$ cat config.mk
export PLATFORM = sky130hd
export DESIGN_NAME = alarm_tone_gen
export DESIGN_NICKNAME = d
export VERILOG_FILES = /design/src/rtl/alarm_tone_pkg.sv /design/src/rtl/alarm_debounce.sv /design/src/rtl/alarm_square_div.sv /design/src/rtl/alarm_burst_gate.sv /design/src/rtl/alarm_tone_gen.sv
export SDC_FILE = /design/constraint.sdc
export NUM_CORES = 1
export LEC_CHECK = 0
export BUFFER_PORTS_ARGS = -buffer_cell sky130_fd_sc_hd__buf_2
export CAP_MARGIN = 20
export CORE_ASPECT_RATIO = 0.75
export CORE_MARGIN = 3
export CORE_UTILIZATION = 55
export DETAILED_ROUTE_END_ITERATION = 16
export GPL_TIMING_DRIVEN = 1
export PLACE_DENSITY = 0.74
export SLEW_MARGIN = 30
export SYNTH_ARGS = -nofsm -noshare
export SYNTH_HDL_FRONTEND = slang
export SYNTH_SLANG_ARGS = --single-unit
$ cat constraint.sdc
create_clock -name clk_i -period 1.7 [get_ports clk_i]
set_input_delay 0.34 -clock clk_i [delete_from_list [all_inputs] [get_ports clk_i]]
set_output_delay 0.34 -clock clk_i [all_outputs]
set_load 0.03 [all_outputs]
$ cat src/rtl/alarm_tone_pkg.sv
package alarm_tone_pkg;

  // Half period, in clock cycles, of a square wave at f_hz.
  function automatic int half_period(input int clk_hz, input int f_hz);
    return clk_hz / (2 * f_hz);
  endfunction

  // Full period, in clock cycles, of a tick at f_hz.
  function automatic int tick_period(input int clk_hz, input int f_hz);
    return clk_hz / f_hz;
  endfunction

  // Counter width able to hold 0 .. n-1.
  function automatic int cnt_width(input int n);
    return (n <= 2) ? 1 : $clog2(n);
  endfunction

  function automatic int max2(input int a, input int b);
    return (a > b) ? a : b;
  endfunction

endpackage

$ cat src/rtl/alarm_debounce.sv
module alarm_debounce
  import alarm_tone_pkg::*;
#(
  parameter int PERIOD      = 256,
  parameter int SAMPLES     = 4,
  parameter bit ACTIVE_HIGH = 1'b1
) (
  input  logic clk_i,
  input  logic rst_ni,
  input  logic sw_raw_i,
  output logic active_o,
  output logic tick_o
);
  localparam int PW = cnt_width(PERIOD);
  localparam int AW = cnt_width(SAMPLES);
  localparam logic [PW-1:0] PRE_LAST   = PW'(PERIOD - 1);
  localparam logic [AW-1:0] AGREE_LAST = AW'(SAMPLES - 1);
  localparam logic RAW_IDLE = ~ACTIVE_HIGH;

  logic [1:0]    sync_q;
  logic [PW-1:0] pre_q;
  logic [AW-1:0] agree_q;
  logic          level;

  // two-flop synchronizer for the asynchronous switch
  always_ff @(posedge clk_i or negedge rst_ni) begin
    if (!rst_ni) sync_q <= {2{RAW_IDLE}};
    else         sync_q <= {sync_q[0], sw_raw_i};
  end

  assign level  = ACTIVE_HIGH ? sync_q[1] : ~sync_q[1];
  assign tick_o = (pre_q == PRE_LAST);

  always_ff @(posedge clk_i or negedge rst_ni) begin
    if (!rst_ni)     pre_q <= '0;
    else if (tick_o) pre_q <= '0;
    else             pre_q <= pre_q + 1'b1;
  end

  // count consecutive disagreeing samples; flip after SAMPLES of them
  always_ff @(posedge clk_i or negedge rst_ni) begin
    if (!rst_ni) begin
      agree_q  <= '0;
      active_o <= 1'b0;
    end else if (tick_o) begin
      if (level == active_o) begin
        agree_q <= '0;
      end else if (agree_q == AGREE_LAST) begin
        agree_q  <= '0;
        active_o <= level;
      end else begin
        agree_q <= agree_q + 1'b1;
      end
    end
  end

  p_accept_on_tick_r2: assert property (@(posedge clk_i) disable iff (!rst_ni)
    !$stable(active_o) |-> $past(tick_o));

  p_reject_short_r3: assert property (@(posedge clk_i) disable iff (!rst_ni)
    !$stable(active_o) |-> $past(agree_q) == AGREE_LAST);

endmodule

$ cat src/rtl/alarm_square_div.sv
module alarm_square_div
  import alarm_tone_pkg::*;
#(
  parameter int HALF = 8
) (
  input  logic clk_i,
  input  logic rst_ni,
  input  logic run_i,
  output logic phase_o
);
  localparam int W = cnt_width(HALF);
  localparam logic [W-1:0] LAST = W'(HALF - 1);

  logic [W-1:0] cnt_q;

  // phase 1 = enabled/driven half; held at 1 and count cleared while stopped
  always_ff @(posedge clk_i or negedge rst_ni) begin
    if (!rst_ni) begin
      cnt_q   <= '0;
      phase_o <= 1'b1;
    end else if (!run_i) begin
      cnt_q   <= '0;
      phase_o <= 1'b1;
    end else if (cnt_q == LAST) begin
      cnt_q   <= '0;
      phase_o <= ~phase_o;
    end else begin
      cnt_q <= cnt_q + 1'b1;
    end
  end

  p_half_len_r5: assert property (@(posedge clk_i) disable iff (!rst_ni)
    (run_i && $past(run_i) && !$stable(phase_o)) |-> $past(cnt_q) == LAST);

  p_restart_r8: assert property (@(posedge clk_i) disable iff (!rst_ni)
    !run_i |=> (phase_o && cnt_q == '0));

endmodule

$ cat src/rtl/alarm_burst_gate.sv
module alarm_burst_gate
  import alarm_tone_pkg::*;
#(
  parameter int ON_CYC  = 32768,
  parameter int OFF_CYC = 32768
) (
  input  logic clk_i,
  input  logic rst_ni,
  input  logic run_i,
  output logic on_o
);
  localparam int W = cnt_width(max2(ON_CYC, OFF_CYC));
  localparam logic [W-1:0] ON_LAST  = W'(ON_CYC - 1);
  localparam logic [W-1:0] OFF_LAST = W'(OFF_CYC - 1);

  logic [W-1:0] cnt_q;
  logic         last;

  assign last = on_o ? (cnt_q == ON_LAST) : (cnt_q == OFF_LAST);

  always_ff @(posedge clk_i or negedge rst_ni) begin
    if (!rst_ni) begin
      cnt_q <= '0;
      on_o  <= 1'b1;
    end else if (!run_i) begin
      cnt_q <= '0;
      on_o  <= 1'b1;
    end else if (last) begin
      cnt_q <= '0;
      on_o  <= ~on_o;
    end else begin
      cnt_q <= cnt_q + 1'b1;
    end
  end

  p_on_len_r7: assert property (@(posedge clk_i) disable iff (!rst_ni)
    (run_i && $past(run_i) && $fell(on_o)) |-> $past(cnt_q) == ON_LAST);

  p_off_len_r7: assert property (@(posedge clk_i) disable iff (!rst_ni)
    (run_i && $past(run_i) && $rose(on_o)) |-> $past(cnt_q) == OFF_LAST);

endmodule

$ cat src/rtl/alarm_tone_gen.sv
module alarm_tone_gen
  import alarm_tone_pkg::*;
#(
  parameter int CLK_HZ         = 32768,
  parameter int DEB_HZ         = 128,
  parameter int DEB_SAMPLES    = 4,
  parameter int TONE_HZ        = 2048,
  parameter int MOD_HZ         = 8,
  parameter int ON_CYC         = 32768,
  parameter int OFF_CYC        = 32768,
  parameter bit SW_ACTIVE_HIGH = 1'b1,
  parameter bit OUT_IDLE_HIGH  = 1'b0
) (
  input  logic clk_i,
  input  logic rst_ni,
  input  logic alarm_sw_i,
  output logic alarm_drv_o
);
  localparam int DEB_PERIOD = tick_period(CLK_HZ, DEB_HZ);
  localparam int TONE_HALF  = half_period(CLK_HZ, TONE_HZ);
  localparam int MOD_HALF   = half_period(CLK_HZ, MOD_HZ);
  localparam int DIV_HALF [2] = '{TONE_HALF, MOD_HALF};
  localparam logic IDLE = OUT_IDLE_HIGH;

  // named internal events
  logic       alarm_act;
  logic       deb_tick;
  logic       burst_on;
  logic [1:0] div_ph;     // [0] carrier, [1] modulation
  logic       drive;

  alarm_debounce #(
    .PERIOD     (DEB_PERIOD),
    .SAMPLES    (DEB_SAMPLES),
    .ACTIVE_HIGH(SW_ACTIVE_HIGH)
  ) u_debounce (
    .clk_i   (clk_i),
    .rst_ni  (rst_ni),
    .sw_raw_i(alarm_sw_i),
    .active_o(alarm_act),
    .tick_o  (deb_tick)
  );

  for (genvar g = 0; g < 2; g++) begin : g_div
    alarm_square_div #(.HALF(DIV_HALF[g])) u_div (
      .clk_i  (clk_i),
      .rst_ni (rst_ni),
      .run_i  (alarm_act),
      .phase_o(div_ph[g])
    );
  end

  alarm_burst_gate #(
    .ON_CYC (ON_CYC),
    .OFF_CYC(OFF_CYC)
  ) u_burst (
    .clk_i (clk_i),
    .rst_ni(rst_ni),
    .run_i (alarm_act),
    .on_o  (burst_on)
  );

  assign drive       = alarm_act & burst_on & div_ph[1] & div_ph[0];
  assign alarm_drv_o = drive ? ~IDLE : IDLE;

  p_first_drive_r5: assert property (@(posedge clk_i) disable iff (!rst_ni)
    $rose(alarm_act) |-> alarm_drv_o != IDLE);

  p_accept_at_tick_r2: assert property (@(posedge clk_i) disable iff (!rst_ni)
    $rose(alarm_act) |-> $past(deb_tick));

endmodule

Yosys cells after proc, flatten, opt, wreduce, memory -nomap -nowiden

Index checks and enable logic that the tools add are counted.

Register bits after elaboration: 45
Input port bits: 3
Output and inout port bits: 1
Word-level logic and storage cells: 48

Add/subtract/negate cells: 5
Equal/unequal tests: 9
Mux-type cells: 16
Bitwise gates (word level): 7
Reductions and logical operators: 1

Operator list:

| cell                                          | number |
|---|---|
| two-way mux 15 bit                            | 2 |
| two-way mux 11 bit                            | 2 |
| adder 15 x 1 -> 15 bit, second input constant | 1 |
| == test 15 bit, second input constant         | 1 |
| adder 11 x 1 -> 11 bit, second input constant | 1 |
| == test 11 bit, second input constant         | 1 |
| adder 8 x 1 -> 8 bit, second input constant   | 1 |
| == test 8 bit, second input constant          | 1 |
| two-way mux 8 bit                             | 1 |
| two-way mux 1 bit                             | 7 |
| two-way mux 3 bit                             | 2 |
| != test 2 x 1 -> 1 bit, second input constant | 3 |
| two-way mux 2 bit                             | 2 |
| NOT 1 bit                                     | 4 |
| adder 3 x 1 -> 3 bit, second input constant   | 1 |
| bitwise AND 1 bit                             | 3 |
| == test 3 bit, second input constant          | 1 |
| AND reduction 3 bit                           | 1 |
| adder 2 x 1 -> 2 bit, second input constant   | 1 |
| == test 2 bit, second input constant          | 1 |
| == test 1 bit                                 | 1 |

Depth between registers and ports, before layout

Gate-level depths: netlist of the first run.

Word-level depth: 4
Gate-level depth with buffers: 6

Hierarchy

From an unflattened synthesis of the first run, not the netlist that was laid out.

Cell total of the unflattened synthesis: 196
Area total of the unflattened synthesis: 2177.1 sq um

By module, submodules not included:

| module                             | instances | cells an instance | area an instance (sq um) | seq. area each (sq um) |
|---|---|---|---|---|
| alarm_burst_gate                   | 1         | 76                | 818.3                    | 401.6 |
| alarm_square_div at g_div[1].u_div | 1         | 58                | 613.1                    | 301.5 |
| alarm_debounce                     | 1         | 50                | 575.6                    | 325.3 |
| alarm_square_div at g_div[0].u_div | 1         | 11                | 161.4                    | 101.3 |
| alarm_tone_gen                     | 1         | 1                 | 8.8                      | 0.0 |

Worst setup path after synthesis of the first run

Ideal clock, no wire load.

Path type: flip-flop to flip-flop
From: register u_debounce.pre_q[0]
To: register u_debounce.active_o
Library setup time: 0.125 ns
Data arrival time: 1.492 ns
Required time: 1.575 ns
Slack: 0.083 ns
Stages on the path, launching flop included: 7
Path buffers: 1
Period minus slack after synthesis: 1.617 ns
Cell sequence: dfrtp_1 ha_1 and4_1 and4_1 buf_4 nand2_1 mux2_4

Word-level cells in the longest chain between the ends: 2

Ends and longest elaborated chain:

| element                              | RTL line             | source |
|---|---|---|
| from (decl)                          | alarm_debounce.sv:21 | `logic [PW-1:0] pre_q;` |
| from (signal assigned)               | alarm_debounce.sv:37 | `else pre_q <= pre_q + 1'b1;` |
| == test 8 bit                        | alarm_debounce.sv:32 | `assign tick_o = (pre_q == PRE_LAST);` |
| AND reduction 3 bit (no source line) | n/a                  |  |
| to (signal assigned)                 | alarm_debounce.sv:50 | `active_o <= level;` |
| to (decl)                            | alarm_debounce.sv:11 | `output logic active_o,` |

Every way passes these cells.
A chain may end at the register's enable or synchronous reset.

Worst setup path after layout of the first run

Ends and elaborated chain as after synthesis.

==> metrics.json, run 1 <==
{
  "outcome": "finished, violations left",
  "violations": "negative hold slack",
  "drv_cap": 0,
  "share_of_layout_cells_above_drive_strength_1": 0.1300,
  "power.clock.fraction": 0.370,
  "first_global_vias": 1329,
  "synthArstFlopShare": 1.000,
  "worstSetupStartpointType": "register",
  "total_switching_power_mw": 0.3858,
  "r2r-end": "u_debounce.active_o$_DFFE_PN0P_",
  "timing_worst_setup_path_type": "reg -> reg",
  "worstReg2RegStart": "u_debounce.pre_q[0]$_DFF_PN0_",
  "die-width_um": 76.57,
  "portBuffers": 3,
  "synth.yosys.seq_area_share": 0.5499,
  "fp.dieH_um": 58.93,
  "antenna_found_initial": 0,
  "netSwitchingFraction": 0.2206,
  "grt_setup_unrepaired": "no",
  "critical_path_peak_fanout": 4,
  "required_ns": 1.88,
  "numCtsBuffers": 5,
  "globalplace.congestion": 0.7532,
  "drt_drc_violations_left": 0,
  "diodes": 0,
  "dp_hpwl_um": 2401,
  "power_density_mw_per_mm2": 778.1,
  "pwr-share-seq": 0.614,
  "timing.critical_path.to": "u_debounce.active_o$_DFFE_PN0P_",
  "post-route-worst-setup-slack_ns": 0.06901,
  "final_area_mm2": 0.002247,
  "worst_r2r_path_depth": 5,
  "core_rows": 18,
  "finalSetupViolations": 0,
  "depth_of_the_cts_h_tree": 2,
  "max_freq_mhz": 613.1,
  "synth_flop_cell": "dfrtp_1",
  "final.setup_skew_ns": 0.01233,
  "synthesis.yosys.warnings": 0,
  "synthMostInstantiatedCell": "dfrtp_1",
  "drt-vias-per-instance": 5.296,
  "min_period_ns": 1.631,
  "finalMaxSlewViolations": 0,
  "synth.cell_area_mm2": 0.002054,
  "pre_cts_setup_slack_ns": 0.07521,
  "postSynthNetCount": 197,
  "tritoncts_num_sinks": 45,
  "dr_total_vias": 1324,
  "number_of_buffers_between_clock_root_and_the_deepest_sink": 2,
  "report.final.hold_viol_count": 15,
  "number_of_detailed_route_iterations_in_the_first_pass": 4,
  "regToRegSetupSlack_ns": 0.07,
  "dieArea_mm2": 0.004512,
  "clkTransAtPathRegs_ns": 0.09,
  "timing.final.crit_share": 0.9594,
  "number_of_hold_buffers_added_after_cts": 0,
  "clock_insertion_delay_worst_skew_ns": 0.30,
  "synth_enable_flop_cells": 0,
  "wl_per_cell_um": 13.23,
  "fin_total_pwr_mw": 1.749,
  "worst_slew_margin_rel": 0.6839,
  "placedInstanceArea_mm2": 0.002158,
  "post_synth_inst_count": 188,
  "power.combinational.fraction": 0.016,
  "ios": 4,
  "grt_first_pass_wirelength_um": 5865,
  "p_leak_nw": 0.9642,
  "grt_start_max_net_pins": 28,
  "initial_utilization": 0.6001,
  "design.core.area_mm2": 0.003423,
  "finalWirelength_um": 3308,
  "tightest_slew_ns": 0.4741,
  "synth_area_leaders": "dfrtp_1 (51%), xnor2_1 (7.2%), nor2_1 (4.8%), xor2_1 (4.7%), dfstp_2 (3.8%)",
  "tns_ns": 0,
  "hold_slack_ns": -0.01854,
  "antenna_violating_nets_post_route": 0,
  "post-synth-top-area-cell": "dfrtp_1",
  "track_usage": 0.1674,
  "num-nets-final": 208,
  "arrival_time_worst_endpoint_ns": 1.82,
  "post_synth_most_frequent_cells": "dfrtp_1 (42), nor2_1 (26), xnor2_1 (17)",
  "hold_path.class": "in -> async",
  "post_synth_num_cell_types": 30,
  "cell_internal_pwr_mw": 1.363,
  "grt.overflow.total": 0,
  "placedCellCount": 242,
  "final-instance-count-excl-fill": 250,
  "area_growth_pct": 9.379,
  "postSynthRegisterBits": 45,
  "vdd_drop_max_uv": 582.4,
  "critPathLaunch": "u_debounce.pre_q[0]$_DFF_PN0_",
  "tritoncts": "done",
  "synth_area_per_cell_um2": 10.93,
  "count_of_routing_violations_after_the_opening_detailed_route_iteration": 45,
  "crit_path_end_kind": "register",
  "netlist.area_leader.share": 0.5116,
  "cts-root-buf": "clkbuf_8"
}
[through the flow]
step	hold slack, ns	utilization
2_1_floorplan	0.04441	-
3_3_place_gp	0.3006	0.6305
3_5_place_dp	0.3238	0.6305
4_1_cts	0.005513	0.6557
5_1_grt	0.01441	0.6564
6_report	-0.01854	0.6564
[how the worst min path moves through the flow]
| stage | start | endpoint | slack (ns) | cells past startpoint |
|---|---|---|---|---|
| 5_1_grt | rst_ni | g_div[1].u_div.cnt_q[6]$_DFF_PN0_ | 0.01 | 1 |
| 3_5_place_dp | rst_ni | g_div[1].u_div.cnt_q[2]$_DFF_PN0_ | 0.32 | 1 |
| 3_3_place_gp | rst_ni | g_div[1].u_div.cnt_q[2]$_DFF_PN0_ | 0.30 | 1 |
| 6_report | rst_ni | g_div[1].u_div.cnt_q[9]$_DFF_PN0_ | -0.02 | 1 |
| 2_1_floorplan | rst_ni | g_div[0].u_div.cnt_q[0]$_DFF_PN0_ | 0.04 | 0 |
| 4_1_cts | rst_ni | g_div[1].u_div.cnt_q[2]$_DFF_PN0_ | 0.006 | 1 |
[critical path, cell delays in order (launching register included)]
cell and delay [ns]:
dfrtp_1 0.40, ha_1 0.25, and4_1 0.22, and4_1 0.24, nand2_1 0.11, mux2_4 0.30
[state kept, by name, indices dropped and copies added (netlist names)]
| name | cells |
|---|---|
| u_debounce.active_o | 1 |
| g_div.u_div.cnt_q | 14 |
| u_burst.on_o | 1 |
| u_debounce.agree_q | 2 |
| u_debounce.pre_q | 8 |
| u_burst.cnt_q | 15 |
| g_div.u_div.phase_o | 2 |
| u_debounce.sync_q | 2 |
[cells by family (layout without fill, tap and decap cells)]
kind of cell,Yosys count,count (layout),synth area share
buffers and inverters,12,24,0.02802
and+or+nand+nor,85,85,0.2235
xor gates and xnor gates,28,28,0.1194
DFF,45,45,0.5499
adders and majority gates,6,6,0.03654
muxes,1,1,0.007306
AOI/OAI and AO/OA,11,11,0.03532
[metal layers]
metal  track usage  wire length [um]  up-vias
met3       0.04281                70        5
met5             0                 0        -
met1        0.2117              1590      657
li1              -                 -      653
met2        0.2816              1603        9
met4       0.06718                44        0
[cells in the final DEF (no fill, tap or decap)]
cell type    n
xor2_1      11
buf_4        5
or3_1        3
xnor2_1     17
nand3_1      8
dfstp_2      3
nor4_2       1
nand2b_1     1
and2_1       6
buf_12       1
inv_1        7
nor2b_1      2
dfrtp_1     42
nand4_1      7
o21ai_0      5
mux2_4       1
clkbuf_8     5
nor4_4       1
nand4_4      1
buf_2        3
o2111ai_1    1
a21boi_0     3
nand2_1     15
clkinv_2     2
and4_1       4
clkinvlp_4   1
nor4_1       4
ha_1         6
nor2_1      26
nor3_1       5
nand2b_2     1
a31o_2       1
o31ai_1      1
[power by group through the flow]
| stage | clock network [mW] | logic, mW | registers, mW |
|---|---|---|---|
| final | 0.647 | 0.0286 | 1.07 |
| after global routing | 0.717 | 0.0342 | 1.07 |
| after CTS | 0.663 | 0.0309 | 1.07 |
| after detailed placement | 0 | 0.0306 | 1.09 |
| after global placement | 0 | 0.0284 | 1.09 |
| after floorplan | 0 | 0.000971 | 1.09 |
[area by class of cell]
type	instances	area, um^2
clock inverters	3	17.52
repair buffers	9	72.57
inverters	7	26.28
multi-input cells	131	869.6
well taps	50	62.56
flip-flops and latches	45	1130
fillers	256	1176
clock buffers	5	68.82
[what timing repair did]
action                     4_1_cts  5_1_grt
gates resized for setup          0        1
buffers inserted                 0        0
setup endpoints to repair        0        8
(Power assumes the default switching activity.)
==> inputs of run 2 (changes only) <==
--- a/config.mk
+++ b/config.mk
@@ -9,10 +9,10 @@
 export CAP_MARGIN = 20
 export CORE_ASPECT_RATIO = 0.75
 export CORE_MARGIN = 3
-export CORE_UTILIZATION = 55
+export CORE_UTILIZATION = 48
 export DETAILED_ROUTE_END_ITERATION = 16
 export GPL_TIMING_DRIVEN = 1
-export PLACE_DENSITY = 0.74
+export PLACE_DENSITY = 0.66
 export SLEW_MARGIN = 30
 export SYNTH_ARGS = -nofsm -noshare
 export SYNTH_HDL_FRONTEND = slang
==> run 2 against run 1 <==
  * The run now ends clean
  * Clock skew fell by 0.0022 ns
  * Critical path depth shrank 3
  * First-iteration DRC count up 47%
  * Worst hold slack better by 0.13 ns
  * Register-to-register slack better by 0.06 ns
  * Critical endpoint is now alarm_drv_o
  * Largest power group unchanged
  * Highest routed layer unchanged
==> metrics.json, run 2 (synthesis gave the netlist of run 1 again) <==
{
  "finalMaxSlewViolations": {"value": 0, "change": "unchanged"},
  "number_of_detailed_route_iterations_in_the_first_pass": {"value": 4, "change": "unchanged"},
  "worst_r2r_path_depth": {"value": 5, "change": "unchanged"},
  "antenna_violating_nets_post_route": {"value": 0, "change": "unchanged"},
  "num-nets-final": {"value": 210, "change": "+0.96%"},
  "arrival_time_worst_endpoint": {"value": 1.25, "unit": "ns", "change": "-0.57 ns"},
  "depth_of_the_cts_h_tree": {"value": 2, "change": "unchanged"},
  "timing_worst_setup_path_type": "reg -> out",
  "globalplace.congestion": {"value": 0.8019, "change": "+6.5%"},
  "netSwitchingFraction": {"value": 0.1977, "change": "-0.02297"},
  "tns": {"value": 0, "unit": "ns", "change": "unchanged"},
  "worstReg2RegStart": "u_debounce.pre_q[0]$_DFF_PN0_",
  "layout_common_cells": "dfrtp_1 (42), nor2_1 (26), xnor2_1 (17)",
  "ios": {"value": 4, "change": "unchanged"},
  "finalSetupViolations": {"value": 0, "change": "unchanged"},
  "cp_num_buf_inv": {"value": 1, "change": "+1"},
  "critical_path.cell_chain": "and4_1, buf_2",
  "core_rows": {"value": 19, "change": "+1"},
  "cts-root-buf": "clkbuf_8",
  "grt_first_pass_wirelength": {"value": 5865, "unit": "um", "change": "unchanged"},
  "grt_start_max_net_pins": {"value": 46, "change": "+64%"},
  "p_leak": {"value": 0.9828, "unit": "nW", "change": "+1.9%"},
  "critical_path_peak_fanout": {"value": 10, "change": "+6"},
  "most_common_cell_after_layout_fill_and_taps_aside": "dfrtp_1",
  "required": {"value": 1.36, "unit": "ns", "change": "-0.52 ns"},
  "fp.dieH": {"value": 62.66, "unit": "um", "change": "+6.3%"},
  "critPathLaunch": "u_debounce.active_o$_DFFE_PN0P_",
  "area_growth_pct": 11.51,
  "numCtsBuffers": {"value": 5, "change": "unchanged"},
  "track_usage": {"value": 0.1498, "change": "-0.01759"},
  "grt.overflow.total": {"value": 0, "change": "unchanged"},
  "crit_path_end_kind": "output pin",
  "power.clock.fraction": {"value": 0.433, "change": "+0.063"},
  "drv_cap": {"value": 0, "change": "unchanged"},
  "die-width": {"value": 81.55, "unit": "um", "change": "+6.5%"},
  "first_global_vias": {"value": 1266, "change": "-4.7%"},
  "pwr-share-seq": {"value": 0.554, "change": "-0.060"},
  "timing.final.crit_share": {"value": 0.9361, "change": "-0.02330"},
  "power_density": {"value": 845.3, "unit": "mW/mm^2", "change": "+8.6%"},
  "largest-register": "u_burst.cnt_q",
  "vdd_drop_max": {"value": 573.5, "unit": "uV", "change": "-1.5%"},
  "dr_total_vias": {"value": 1324, "change": "unchanged"},
  "grt_setup_unrepaired": "no",
  "hold_path.class": "in -> async",
  "largest_register_ff_count": {"value": 15, "change": "unchanged"},
  "total_switching_power": {"value": 0.3828, "unit": "mW", "change": "-0.79%"},
  "tritoncts": "done",
  "antenna_found_initial": {"value": 0, "change": "unchanged"},
  "cpMaxStageDelayCell": "dfrtp_1",
  "wl_per_cell": {"value": 12.99, "unit": "um", "change": "-1.8%"},
  "worst_slew_margin_rel": {"value": 0.6262, "change": "-0.05774"},
  "tightest_slew": {"value": 0.5607, "unit": "ns", "change": "+0.08662 ns"},
  "reg_top3": "u_burst.cnt_q x15, g_div.u_div.cnt_q x14, u_debounce.pre_q x8",
  "dp_hpwl": {"value": 2300, "unit": "um", "change": "-4.2%"},
  "tritoncts_num_sinks": {"value": 45, "change": "unchanged"},
  "critical_path.max_stage_delay": {"value": 0.53, "unit": "ns", "change": "+0.13 ns"},
  "drt_drc_violations_left": {"value": 0, "change": "unchanged"},
  "design.core.area": {"value": 0.003875, "unit": "mm^2", "change": "+13%"},
  "cell_internal_pwr": {"value": 1.554, "unit": "mW", "change": "+14%"},
  "portBuffers": {"value": 3, "change": "unchanged"},
  "clock_insertion_delay_worst_skew": {"value": 0.30, "unit": "ns", "change": "about the same"},
  "worst-path-stages": {"value": 2, "change": "-3"},
  "outcome": "completed",
  "power.combinational.fraction": {"value": 0.013, "change": "-0.003"},
  "initial_utilization": {"value": 0.5302, "change": "-0.06996"},
  "cell_family_with_most_cp_delay": "flip-flops",
  "diodes": {"value": 0, "change": "unchanged"},
  "max_freq": {"value": 628.4, "unit": "MHz", "change": "+2.5%"},
  "finalWirelength": {"value": 3299, "unit": "um", "change": "-0.27%"},
  "number_of_buffers_between_clock_root_and_the_deepest_sink": {"value": 2, "change": "unchanged"},
  "final.setup_skew": {"value": 0.01014, "unit": "ns", "change": "-0.002193 ns"},
  "drt-vias-per-instance": {"value": 5.213, "change": "-1.6%"},
  "min_period": {"value": 1.591, "unit": "ns", "change": "-0.03961 ns"},
  "dieArea": {"value": 0.005109, "unit": "mm^2", "change": "+13%"},
  "share_of_layout_cells_above_drive_strength_1": {"value": 0.1436, "change": "+0.01356"},
  "clkTransAtPathRegs": {"value": 0.09, "unit": "ns", "change": "about the same"},
  "count_of_routing_violations_after_the_opening_detailed_route_iteration": {"value": 66, "change": "+47%"},
  "report.final.hold_viol_count": {"value": 0, "change": "-15"},
  "fin_total_pwr": {"value": 1.936, "unit": "mW", "change": "+11%"},
  "worstSetupStartpointType": "register"
}
==> run 2: changes by cell type in the layout (fill, tap and decap cells not counted), sizes merged <==
cell    previous run  this run
bufinv             0         1
buf                9        11
clkbuf             5         6
clkinv             2         0
==> run 2: worst paths after layout <==
kind	to	slack [ns]
min in group clk_i	u_debounce.sync_q[0]$_DFF_PN0_	0.15
min	g_div[0].u_div.cnt_q[0]$_DFF_PN0_	0.11
max	alarm_drv_o	0.11
min reg2reg	u_debounce.sync_q[1]$_DFF_PN0_	0.37
max in group asynchronous	u_burst.cnt_q[1]$_DFF_PN0_	1.20
max reg2reg	u_debounce.active_o$_DFFE_PN0P_	0.13
==> run 2: area by class of cell <==
| cell class | instances | area (um^2) |
|---|---|---|
| Clock inverter | 2 | 37.54 |
| Inverter | 7 | 26.28 |
| Multi-Input combinational cell | 131 | 874.6 |
| Clock buffer | 6 | 82.58 |
| Tap cell | 52 | 65.06 |
| Timing Repair Buffer | 11 | 75.07 |
| Sequential cell | 45 | 1130 |
| Fill cell | 314 | 1584 |
==> run 2: power groups by stage <==
stage	sequential [mW]	clock (mW)	combinational, mW
global route	1.07	0.927	0.0296
floorplan	1.09	0	0.000971
CTS	1.07	0.863	0.0261
global placement	1.09	0	0.0247
detailed placement	1.09	0	0.0262
finish	1.07	0.838	0.0247
==> run 2: timing repair <==
item	4_1_cts	5_1_grt
endpoints found under the setup margin	0	12
gates resized for setup	0	2
hold buffers	0	0
setup buffers	0	0
hold endpoints to repair	0	0
==> run 2: stage by stage <==
step,worst slack (ns),area (um^2),std cells,utilization,hold WS [ns]
floorplan,0.08282,2054,188,-,0.04441
global placement,0.1623,2163,246,0.5583,0.3388
detailed placement,0.1132,2163,246,0.5583,0.3405
CTS,0.09241,2283,254,0.5893,0.1262
global route,0.004013,2291,254,0.5912,0.1212
finish,0.1086,2291,254,0.5912,0.1150
==> run 2: routing by layer <==
layer	GRT usage	routed length, um	up-vias	share of wire
met2	0.1992	1429	16	0.43
met5	0	0	-	0
met1	0.2234	1693	642	0.51
li1	-	-	657	-
met4	0.06329	74	0	0.022
met3	0.04467	102	9	0.031
==> inputs of run 3 (changes only) <==
--- a/config.mk
+++ b/config.mk
@@ -9,10 +9,11 @@
 export CAP_MARGIN = 20
 export CORE_ASPECT_RATIO = 0.75
 export CORE_MARGIN = 3
-export CORE_UTILIZATION = 48
+export CORE_UTILIZATION = 50
 export DETAILED_ROUTE_END_ITERATION = 16
 export GPL_TIMING_DRIVEN = 1
-export PLACE_DENSITY = 0.66
+export HOLD_SLACK_MARGIN = 0.12
+export PLACE_DENSITY = 0.8
 export SLEW_MARGIN = 30
 export SYNTH_ARGS = -nofsm -noshare
 export SYNTH_HDL_FRONTEND = slang
==> run 3 against run 2 <==
  * First-iteration DRC count down 26%
  * Worst setup slack better by 0.010 ns
  * Routed wire length down 3.3%
  * Worst hold slack better by 0.034 ns
  * Critical path depth up 3
  * Final area about the same
  * Clock skew down 0.0077 ns
  * Sequential power about the same
  * Critical path type is now reg -> reg
  * Largest power group unchanged
  * Highest routed layer unchanged
==> metrics.json, run 3 (synthesis gave the netlist of run 1 again) <==
{
  "critical_path.cell_chain": "ha_2, and4_1, and4_4, nand2_1, mux2_4",
  "number_of_detailed_route_iterations_in_the_first_pass": {"value": 4, "change": "unchanged"},
  "grt_first_pass_wirelength": {"value": 5816, "unit": "um", "change": "-0.84%"},
  "tns": {"value": 0, "unit": "ns", "change": "unchanged"},
  "required": {"value": 1.88, "unit": "ns", "change": "+0.52 ns"},
  "globalplace.congestion": {"value": 0.7962, "change": "-0.71%"},
  "tritoncts_num_sinks": {"value": 45, "change": "unchanged"},
  "final.setup_skew": {"value": 0.002393, "unit": "ns", "change": "-0.007748 ns"},
  "antenna_violating_nets_post_route": {"value": 0, "change": "unchanged"},
  "arrival_time_worst_endpoint": {"value": 1.76, "unit": "ns", "change": "+0.51 ns"},
  "antenna_found_initial": {"value": 0, "change": "unchanged"},
  "fp.dieH": {"value": 61.52, "unit": "um", "change": "-1.8%"},
  "track_usage": {"value": 0.1600, "change": "+0.01025"},
  "grt_start_max_net_pins": {"value": 46, "change": "unchanged"},
  "finalSetupViolations": {"value": 0, "change": "unchanged"},
  "vdd_drop_max": {"value": 583.5, "unit": "uV", "change": "+1.7%"},
  "first_global_vias": {"value": 1271, "change": "+0.39%"},
  "largest_register_ff_count": {"value": 15, "change": "unchanged"},
  "critical_path.max_stage_delay": {"value": 0.38, "unit": "ns", "change": "-0.15 ns"},
  "p_leak": {"value": 0.9782, "unit": "nW", "change": "-0.47%"},
  "dr_total_vias": {"value": 1276, "change": "-3.6%"},
  "drv_cap": {"value": 0, "change": "unchanged"},
  "cp_num_buf_inv": {"value": 0, "change": "-1"},
  "timing_worst_setup_path_type": "reg -> reg",
  "tritoncts": "done",
  "hold_path.class": "in -> reg",
  "ios": {"value": 4, "change": "unchanged"},
  "power_density": {"value": 840.4, "unit": "mW/mm^2", "change": "-0.58%"},
  "tightest_slew": {"value": 0.3187, "unit": "ns", "change": "-0.2420 ns"},
  "dp_hpwl": {"value": 2214, "unit": "um", "change": "-3.8%"},
  "timing.final.crit_share": {"value": 0.9302, "change": "-0.005946"},
  "worstSetupStartpointType": "register",
  "cpMaxStageDelayCell": "dfrtp_1",
  "diodes": {"value": 0, "change": "unchanged"},
  "layout_common_cells": "dfrtp_1 (42), nor2_1 (26), xnor2_1 (17)",
  "placedCellCount": {"value": 243, "change": "-1.2%"},
  "crit_path_end_kind": "register",
  "num-nets-final": {"value": 208, "change": "-0.95%"},
  "critical_path_peak_fanout": {"value": 5, "change": "-5"},
  "min_period": {"value": 1.581, "unit": "ns", "change": "-0.01011 ns"},
  "max_freq": {"value": 632.4, "unit": "MHz", "change": "+0.64%"},
  "clkTransAtPathRegs": {"value": 0.08, "unit": "ns", "change": "about the same"},
  "area_growth": {"value": 11.45, "unit": "%", "change": "about the same"},
  "count_of_routing_violations_after_the_opening_detailed_route_iteration": {"value": 49, "change": "-26%"},
  "die-width": {"value": 80.02, "unit": "um", "change": "-1.9%"},
  "drt-vias-per-instance": {"value": 5.063, "change": "-2.9%"},
  "worst_slew_margin_rel": {"value": 0.7856, "change": "+0.1594"},
  "depth_of_the_cts_h_tree": {"value": 2, "change": "unchanged"},
  "finalWirelength": {"value": 3190, "unit": "um", "change": "-3.3%"},
  "report.final.hold_viol_count": {"value": 0, "change": "unchanged"},
  "cell_family_with_most_cp_delay": "simple AND/OR/NAND/NOR gates",
  "wl_per_cell": {"value": 12.66, "unit": "um", "change": "-2.5%"},
  "final-instance-count-excl-fill": {"value": 252, "change": "-0.79%"},
  "finalMaxSlewViolations": {"value": 0, "change": "unchanged"},
  "drt_drc_violations_left": {"value": 0, "change": "unchanged"},
  "share_of_layout_cells_above_drive_strength_1": {"value": 0.1300, "change": "-0.01356"},
  "reg_top3": "u_burst.cnt_q x15, g_div.u_div.cnt_q x14, u_debounce.pre_q x8",
  "dieArea": {"value": 0.004922, "unit": "mm^2", "change": "-3.7%"},
  "number_of_buffers_between_clock_root_and_the_deepest_sink": {"value": 2, "change": "unchanged"},
  "grt.overflow.total": {"value": 0, "change": "unchanged"},
  "numCtsBuffers": {"value": 5, "change": "unchanged"},
  "most_common_cell_after_layout_fill_and_taps_aside": "dfrtp_1",
  "portBuffers": {"value": 3, "change": "unchanged"},
  "design.core.area": {"value": 0.003804, "unit": "mm^2", "change": "-1.8%"},
  "outcome": "completed",
  "initial_utilization": {"value": 0.5401, "change": "+0.009941"},
  "clock_insertion_delay_worst_skew": {"value": 0.29, "unit": "ns", "change": "about the same"},
  "largest-register": "u_burst.cnt_q",
  "grt_setup_unrepaired": "no",
  "cts-root-buf": "clkbuf_8",
  "core_rows": {"value": 19, "change": "unchanged"}
}
[run 3: changes by cell type in the layout (fill, tap and decap cells not counted), sizes merged]
cell,before,now
clkinvlp,1,0
dlygate4sd3,0,1
buf,11,8
clkbuf,6,7
[run 3: path summary, 6_finish.rpt]
path | from | endpoint | slack, ns | cells after the start
max in group asynchronous | rst_ni | g_div[0].u_div.phase_o$_DFFE_PN1P_ | 0.88 | 3
worst max register to register | u_debounce.pre_q[0]$_DFF_PN0_ | u_debounce.active_o$_DFFE_PN0P_ | 0.12 | 5
worst min register to register | u_debounce.sync_q[0]$_DFF_PN0_ | u_debounce.sync_q[1]$_DFF_PN0_ | 0.35 | 0
worst max-delay path | u_debounce.pre_q[0]$_DFF_PN0_ | u_debounce.active_o$_DFFE_PN0P_ | 0.12 | 5
min in group asynchronous | rst_ni | u_burst.cnt_q[11]$_DFF_PN0_ | 0.55 | 3
worst min-delay path | alarm_sw_i | u_debounce.sync_q[0]$_DFF_PN0_ | 0.15 | 1
[run 3: cell type report]
class                      instances  area (um^2)
clock buffer                       7        86.33
clock inverter                     1        30.03
fill                             325         1514
inverter                           7        26.28
multi-input combinational        131        877.1
sequential                        45         1130
tap                               52        65.06
timing repair buffer               9        75.07
[run 3: worst register-to-register path: cells and delay by family (launching register included)]
family / cells / cell delay (ns)
adders and majority gates: 1 / 0.22
DFF: 1 / 0.38
muxes: 1 / 0.30
and+or+nand+nor: 3 / 0.57
[run 3: metal layers]
layer | up-vias | GRT usage | share of wire
li1 | 661 | - | -
met4 | 0 | 0.06506 | 0.018
met2 | 11 | 0.2535 | 0.45
met3 | 7 | 0.04825 | 0.026
met5 | - | 0 | 0
met1 | 597 | 0.2096 | 0.50
[run 3: metrics by stage]
| stage | hold slack, ns | util | power (mW) | cell area (um^2) | worst slack, ns |
|---|---|---|---|---|---|
| 2_1_floorplan | 0.04441 | - | 1.095 | 2054 | 0.08282 |
| 3_3_place_gp | 0.3324 | 0.5661 | 1.124 | 2153 | 0.1392 |
| 3_5_place_dp | 0.3381 | 0.5661 | 1.125 | 2153 | 0.06259 |
| 4_1_cts | 0.1357 | 0.5993 | 1.953 | 2280 | 0.04927 |
| 5_1_grt | 0.1290 | 0.6020 | 1.989 | 2290 | 0.005718 |
| 6_report | 0.1495 | 0.6020 | 1.924 | 2290 | 0.1187 |
[run 3: repair_timing]
action,4_1_cts,5_1_grt
buffers inserted,0,0
hold endpoints to repair,42,0
endpoints found under the setup margin,0,4
gates resized for setup,0,4
hold buffers,1,0
[run 3: power by group]
group	internal, mW	total (mW)	leakage (nW)	switching [mW]
sequential	1.07	1.07	0.599	0.00129
combinational	0.00844	0.0297	0.320	0.0213
clock	0.479	0.821	0.0585	0.342
total	1.56	1.92	0.978	0.365
